[src/rtl/acg_pkg.sv]
// Shared types for the audio clock generator.
package acg_pkg;
    // Active bit clock ratio: 64 or 32 bit clocks per frame.
    typedef enum logic {
        RATIO_32X = 1'b0,
        RATIO_64X = 1'b1
    } bclk_ratio_e;
endpackage

[src/rtl/acg_frame_counter.sv]
// Frame position counter.
// Counts internal clock cycles within one frame while run is high. The
// first cycle after run rises is always position 0, so the clocks derived
// from it start with a full period. Any cycle with run low clears it.
// Assumes run is synchronous to clk.
module acg_frame_counter #(
    parameter int FRAME_LOG = 8
) (
    input  logic                 clk,
    input  logic                 rst_n,
    input  logic                 run,
    output logic [FRAME_LOG-1:0] cnt,
    output logic                 counting,
    output logic                 frame_end
);
    localparam logic [FRAME_LOG-1:0] LAST = {FRAME_LOG{1'b1}};

    logic running_q;

    // Remember whether the previous cycle was already running.
    always_ff @(posedge clk) begin
        if (!rst_n) running_q <= 1'b0;
        else        running_q <= run;
    end

    assign counting  = run && running_q;
    assign frame_end = counting && (cnt == LAST);

    // Advance the position while counting, otherwise park at zero.
    always_ff @(posedge clk) begin
        if (!rst_n)        cnt <= '0;
        else if (counting) cnt <= cnt + 1'b1;
        else               cnt <= '0;
    end
endmodule

[src/rtl/acg_ratio_latch.sv]
// Bit clock ratio holding register.
// Takes the requested ratio only when load is high, which is the start of
// counting or the last cycle of a frame. A mid-frame request therefore
// waits for the next frame. Resets to the 64x ratio.
module acg_ratio_latch
    import acg_pkg::*;
(
    input  logic        clk,
    input  logic        rst_n,
    input  logic        req_64x,
    input  logic        load,
    output bclk_ratio_e ratio
);
    // Capture the request at a permitted boundary.
    always_ff @(posedge clk) begin
        if (!rst_n)    ratio <= RATIO_64X;
        else if (load) ratio <= req_64x ? RATIO_64X : RATIO_32X;
    end
endmodule

[src/rtl/acg_mclk_div.sv]
// Master clock divider.
// Divides the internal clock by 2**DIV_LOG while enable is high and holds
// the output low otherwise. The first output value after the hold is high.
module acg_mclk_div #(
    parameter int DIV_LOG = 1
) (
    input  logic clk,
    input  logic rst_n,
    input  logic enable,
    output logic mclk
);
    generate
        if (DIV_LOG == 1) begin : g_toggle
            logic tog_q;
            // Invert every edge while enabled.
            always_ff @(posedge clk) begin
                if (!rst_n || !enable) tog_q <= 1'b0;
                else                   tog_q <= ~tog_q;
            end
            assign mclk = tog_q;
        end else begin : g_count
            logic [DIV_LOG-1:0] div_q;
            // Run a binary divider while enabled, started so the MSB rises first.
            always_ff @(posedge clk) begin
                if (!rst_n || !enable) div_q <= {1'b0, {(DIV_LOG-1){1'b1}}};
                else                   div_q <= div_q + 1'b1;
            end
            assign mclk = div_q[DIV_LOG-1];
        end
    endgenerate
endmodule

[src/rtl/audio_clkgen_top.sv]
// Lock-gated audio serial clock generator.
// From a clock at 2**FRAME_LOG times the sample rate it builds the bit
// clock and frame clock, which run only in master mode with power on and
// the PLL locked, and a master clock that runs whenever power is on and
// the output is enabled. The pin enables follow the role. All control
// inputs are assumed synchronous to clk.
module audio_clkgen_top
    import acg_pkg::*;
#(
    parameter int FRAME_LOG = 8,
    parameter int FAST_LOG  = 2,
    parameter int SLOW_LOG  = 3,
    parameter int MCLK_LOG  = 1
) (
    input  logic clk,
    input  logic rst_n,
    input  logic pwr_pll,
    input  logic pwr_dac,
    input  logic master_sel,
    input  logic bclk64_sel,
    input  logic mclk_en,
    input  logic pll_locked,
    output logic bclk_o,
    output logic bclk_oe,
    output logic lrck_o,
    output logic lrck_oe,
    output logic mclk_o
);
    localparam int FAST_BIT  = FAST_LOG - 1;
    localparam int SLOW_BIT  = SLOW_LOG - 1;
    localparam int FRAME_BIT = FRAME_LOG - 1;

    logic                 powered;
    logic                 run;
    logic [FRAME_LOG-1:0] cnt;
    logic                 counting;
    logic                 frame_end;
    bclk_ratio_e          ratio;

    // Power and run qualification.
    assign powered = pwr_pll && pwr_dac;
    assign run     = powered && master_sel && pll_locked;

    acg_frame_counter #(.FRAME_LOG(FRAME_LOG)) i_cnt (
        .clk      (clk),
        .rst_n    (rst_n),
        .run      (run),
        .cnt      (cnt),
        .counting (counting),
        .frame_end(frame_end)
    );

    acg_ratio_latch i_ratio (
        .clk    (clk),
        .rst_n  (rst_n),
        .req_64x(bclk64_sel),
        .load   (!counting || frame_end),
        .ratio  (ratio)
    );

    acg_mclk_div #(.DIV_LOG(MCLK_LOG)) i_mclk (
        .clk   (clk),
        .rst_n (rst_n),
        .enable(powered && mclk_en),
        .mclk  (mclk_o)
    );

    // Clock outputs taken from the frame position; all zero when parked.
    assign bclk_o  = (ratio == RATIO_64X) ? cnt[FAST_BIT] : cnt[SLOW_BIT];
    assign lrck_o  = cnt[FRAME_BIT];

    // Pin direction follows the role.
    assign bclk_oe = master_sel;
    assign lrck_oe = master_sel;
endmodule

[config.mk]
export PLATFORM = sky130hd
export DESIGN_NAME = audio_clkgen_top
export DESIGN_NICKNAME = d
export VERILOG_FILES = /design/src/rtl/acg_pkg.sv /design/src/rtl/acg_frame_counter.sv /design/src/rtl/acg_ratio_latch.sv /design/src/rtl/acg_mclk_div.sv /design/src/rtl/audio_clkgen_top.sv
export SDC_FILE = /design/constraint.sdc
export NUM_CORES = 1
export LEC_CHECK = 0
export ABC_AREA = 1
export CAP_MARGIN = 15
export CORE_AREA = 2 2 39 41
export DETAILED_ROUTE_END_ITERATION = 7
export DIE_AREA = 0 0 41 43
export PLACE_DENSITY_LB_ADDON = 0.1
export SLEW_MARGIN = 20
export SYNTH_ARGS = -nofsm -noshare
export SYNTH_HDL_FRONTEND = slang
export SYNTH_SLANG_ARGS = --single-unit
[constraint.sdc]
create_clock -name clk -period 1.63 [get_ports clk]
set_clock_uncertainty 0.1 [all_clocks]
set_input_delay 0.163 -clock clk [delete_from_list [all_inputs] [get_ports clk]]
set_output_delay 0.163 -clock clk [all_outputs]
set_load 0.05 [all_outputs]
==> metrics.md <==
| Metric | Value |
|---|---|
| Status | finished, final reports clean |
| Vias per cell | 4.643 |
| Sw frac | 21.56% |
| Syn_nets | between 70 and 80 |
| DR DRC count | 0 |
| Clock Sinks | 11 |
| Internal | a little under 0.4 mW |
| Global route overflow | 0 |
| Worst setup path end | bclk_o |
| Row count | 14 |
| Fin nets | between 90 and 100 |
| Post-Syn Instances | 67 |
| Power Density | between 700 and 800 nW/um2 |
| Final Hold Fails | 0 |
| PnR worst setup slack | 312.5 ps |
| DP HPWL | approximately 780 um |
| Share of power burned in combinational logic | between 10% and 20% |
| Avg Cell Area, Syn | 7.769 um2 |
| Fin cells | a little under 100 |
| Global-route wire length before repair | approximately 1500 um |
| Critical path required time | roughly 1400 ps |
| Area of the core | 1384 um2 |
| Clock Path Buffers | 2 |
| PostCTS Resize Cnt | 0 |
| Slew @ Worst Pin | approximately 240 ps |
| Crit end category | output pin |
| CTS H-tree depth | 1 |
| Net Sw Power | approximately 0.11 mW |
| Type of the worst setup path | flop to output pin |
| Ratio of cells with drive above 1 in the final layout | between 20% and 30% |
| Number of global-route vias before repair | approximately 420 |
| Crit path DAT | about 1100 ps |
| Die height | 43 um |
| Worst slack, placed | between 200 and 250 ps |
| FMAX | between 700 and 800 MHz |
| Leak | ~0.26 nW |
| Drt initial violations | 6 |
| Post-Synthesis Cell Area | around 520 um2 |
| Worst Reg-to-Reg Cells | 6 |
| Largest cells by area after synthesis | dfxtp_1 (42%), nand2_1 (11%), nor2_1 (6.5%) |
| Slew HR | 83.95% |
| Number of distinct library cells after synthesis | 19 |
| Quantity of I/O buffers inserted on ports | 12 |
| Antenna fix cells | 0 |
| 1st-pass router iterations | 4 |
| Yosys top cell by area | dfxtp_1 |
| Synth Register Bits | 11 |
| Critical R2R Launch | i_cnt.cnt[0] |
| Placed insts | 94 |
| Vias | 455 |
| Drt wl/cell | between 9 and 10 um |
| Final worst path period need | around 1300 ps |
| Critical Path Fanout Max | 4 |
| GP Congestion | between 0.7 and 0.8 |
| CP Launch Point | i_cnt.cnt[2] |
| Initial antenna violation count | 0 |
| # Max-Cap Violations | 0 |
| Final Cycle Share | 80.83% |
| Clk_lat worst skew | about 260 ps |
| Area delta synth->final | 35.34% |
| I/O pin count | 13 |
| GR Util All Layers | about 13% |
| CTS tree | done |
| Part of the power in registers | 54.2% |
| Synth Warn # | 0 |
| Clk root buf | clkbuf_4 |
| Die X-Extent | between 40 and 50 um |
| Post-synth top area share | a little over two fifths |
| Largest net degree at the start of global routing | 8 |
| Max Slew Vio Count | 0 |
| Max VDD drop | between 0.4 and 0.5 mV |
| # hold bufs at CTS | 0 |
| Setup violators final | 0 |
| RSZ-0062 raised after global routing | no |
| CTS Buf Count | 3 |
| CTS clk-pin slew, worst paths | approximately 70 ps |
| Antenna Nets Post-Route | 0 |
| Clock share of power | between 30% and 40% |
| R2R Setup Slk | roughly 420 ps |
| RR Endpoint | i_ratio.ratio |
| Final TNS setup | 0 ps |
| Initial core utilization | between 30% and 40% |
| Die area | about 1800 um2 |
| Total power | a little over 0.5 mW |
| CP startpoint kind | flop |
| Hold WC Path Type | flop to flop |
| Post-CTS setup buffer count | 0 |
| Sequential fraction of the synthesis area | a little over two fifths |
| Drt total wl | slightly below 1000 um |
-- through the flow --
step,instance area (um2),util [%],hold slack (ps)
2_1_floorplan,520.5,-,147.1
3_3_place_gp,678.2,49.01,324.7
3_5_place_dp,678.2,49.01,311.2
4_1_cts,704.4,50.90,321.1
5_1_grt,704.4,50.90,341.4
6_report,704.4,50.90,318.5
-- synthesized netlist by cell type, drive strengths merged --
library cell / n
nand3: 5
xor2: 1
nand2: 17
nand3b: 1
inv: 8
nor3b: 1
nor3: 5
o21ai: 1
nor2: 11
a21oi: 3
buf: 2
ha: 1
dfxtp: 11
-- power groups by stage --
stage | sequential, mW | combinational [mW] | clock (mW)
after floorplan | 0.281 | 0.0199 | 0
after global placement | 0.279 | 0.0535 | 0
after detailed placement | 0.279 | 0.0535 | 0
after CTS | 0.272 | 0.0538 | 0.187
after global routing | 0.273 | 0.0561 | 0.194
final | 0.273 | 0.0532 | 0.178
-- placed cells by master, fill, tap and decap left out, types with 2 or more instances in the layout --
| master | n |
|---|---|
| nand2_1 | 15 |
| buf_4 | 3 |
| clkdlybuf4s50_1 | 7 |
| buf_12 | 3 |
| dfxtp_1 | 11 |
| a21oi_2 | 2 |
| nor3_1 | 2 |
| clkbuf_4 | 3 |
| nor2_1 | 9 |
| nor3_2 | 2 |
| nand3_1 | 5 |
| inv_1 | 8 |
| nor2_2 | 2 |
-- cell type report --
| type | instances | area, um2 |
|---|---|---|
| multi-input combinational | 46 | 255.2 |
| tap | 16 | 20.02 |
| sequential | 11 | 220.2 |
| inverter | 8 | 30.03 |
| fill | 147 | 679.4 |
| clock buffer | 4 | 26.28 |
| timing repair buffer | 13 | 152.6 |
-- logic make-up after synthesis --
kind of cell / Yosys count / share of synthesized area [%]
simple gates: 40 / 39.66
flops: 11 / 42.31
buf+inv: 10 / 8.653
compound gates: 4 / 5.287
xor+xnor: 1 / 1.683
fa+ha+maj: 1 / 2.403
-- metal layers --
metal  vias up  global-route usage [%]  part of all wire, %
met3         2                   6.806                  8.9
met4         0                   6.000                  1.3
met5         -                       0                    0
met2        11                   19.69                   45
met1       201                   13.77                   45
li1        241                       -                    -
-- worst min path at each step --
| stage | from | to | slack [ps] | cells after the start |
|---|---|---|---|---|
| 2_1_floorplan | rst_n | i_ratio.ratio | 150 | 1 |
| 3_3_place_gp | i_mclk.mclk | i_mclk.mclk | 320 | 1 |
| 3_5_place_dp | i_mclk.mclk | i_mclk.mclk | 310 | 1 |
| 4_1_cts | i_mclk.mclk | i_mclk.mclk | 320 | 1 |
| 5_1_grt | i_mclk.mclk | i_mclk.mclk | 340 | 1 |
| 6_report | i_mclk.mclk | i_mclk.mclk | 320 | 1 |
-- flip-flops by register name (all words and copies together) (netlist names) --
register / flops
i_cnt.cnt: 8
i_cnt.running_q: 1
i_mclk.mclk: 1
i_ratio.ratio: 1
-- worst max-delay path, stage by stage, from the launching register on --
cell     delay (ps)
dfxtp_1         370
inv_1            60
o21ai_1         200
buf_12          170
No activity file was read; power rests on OpenSTA's default activity.
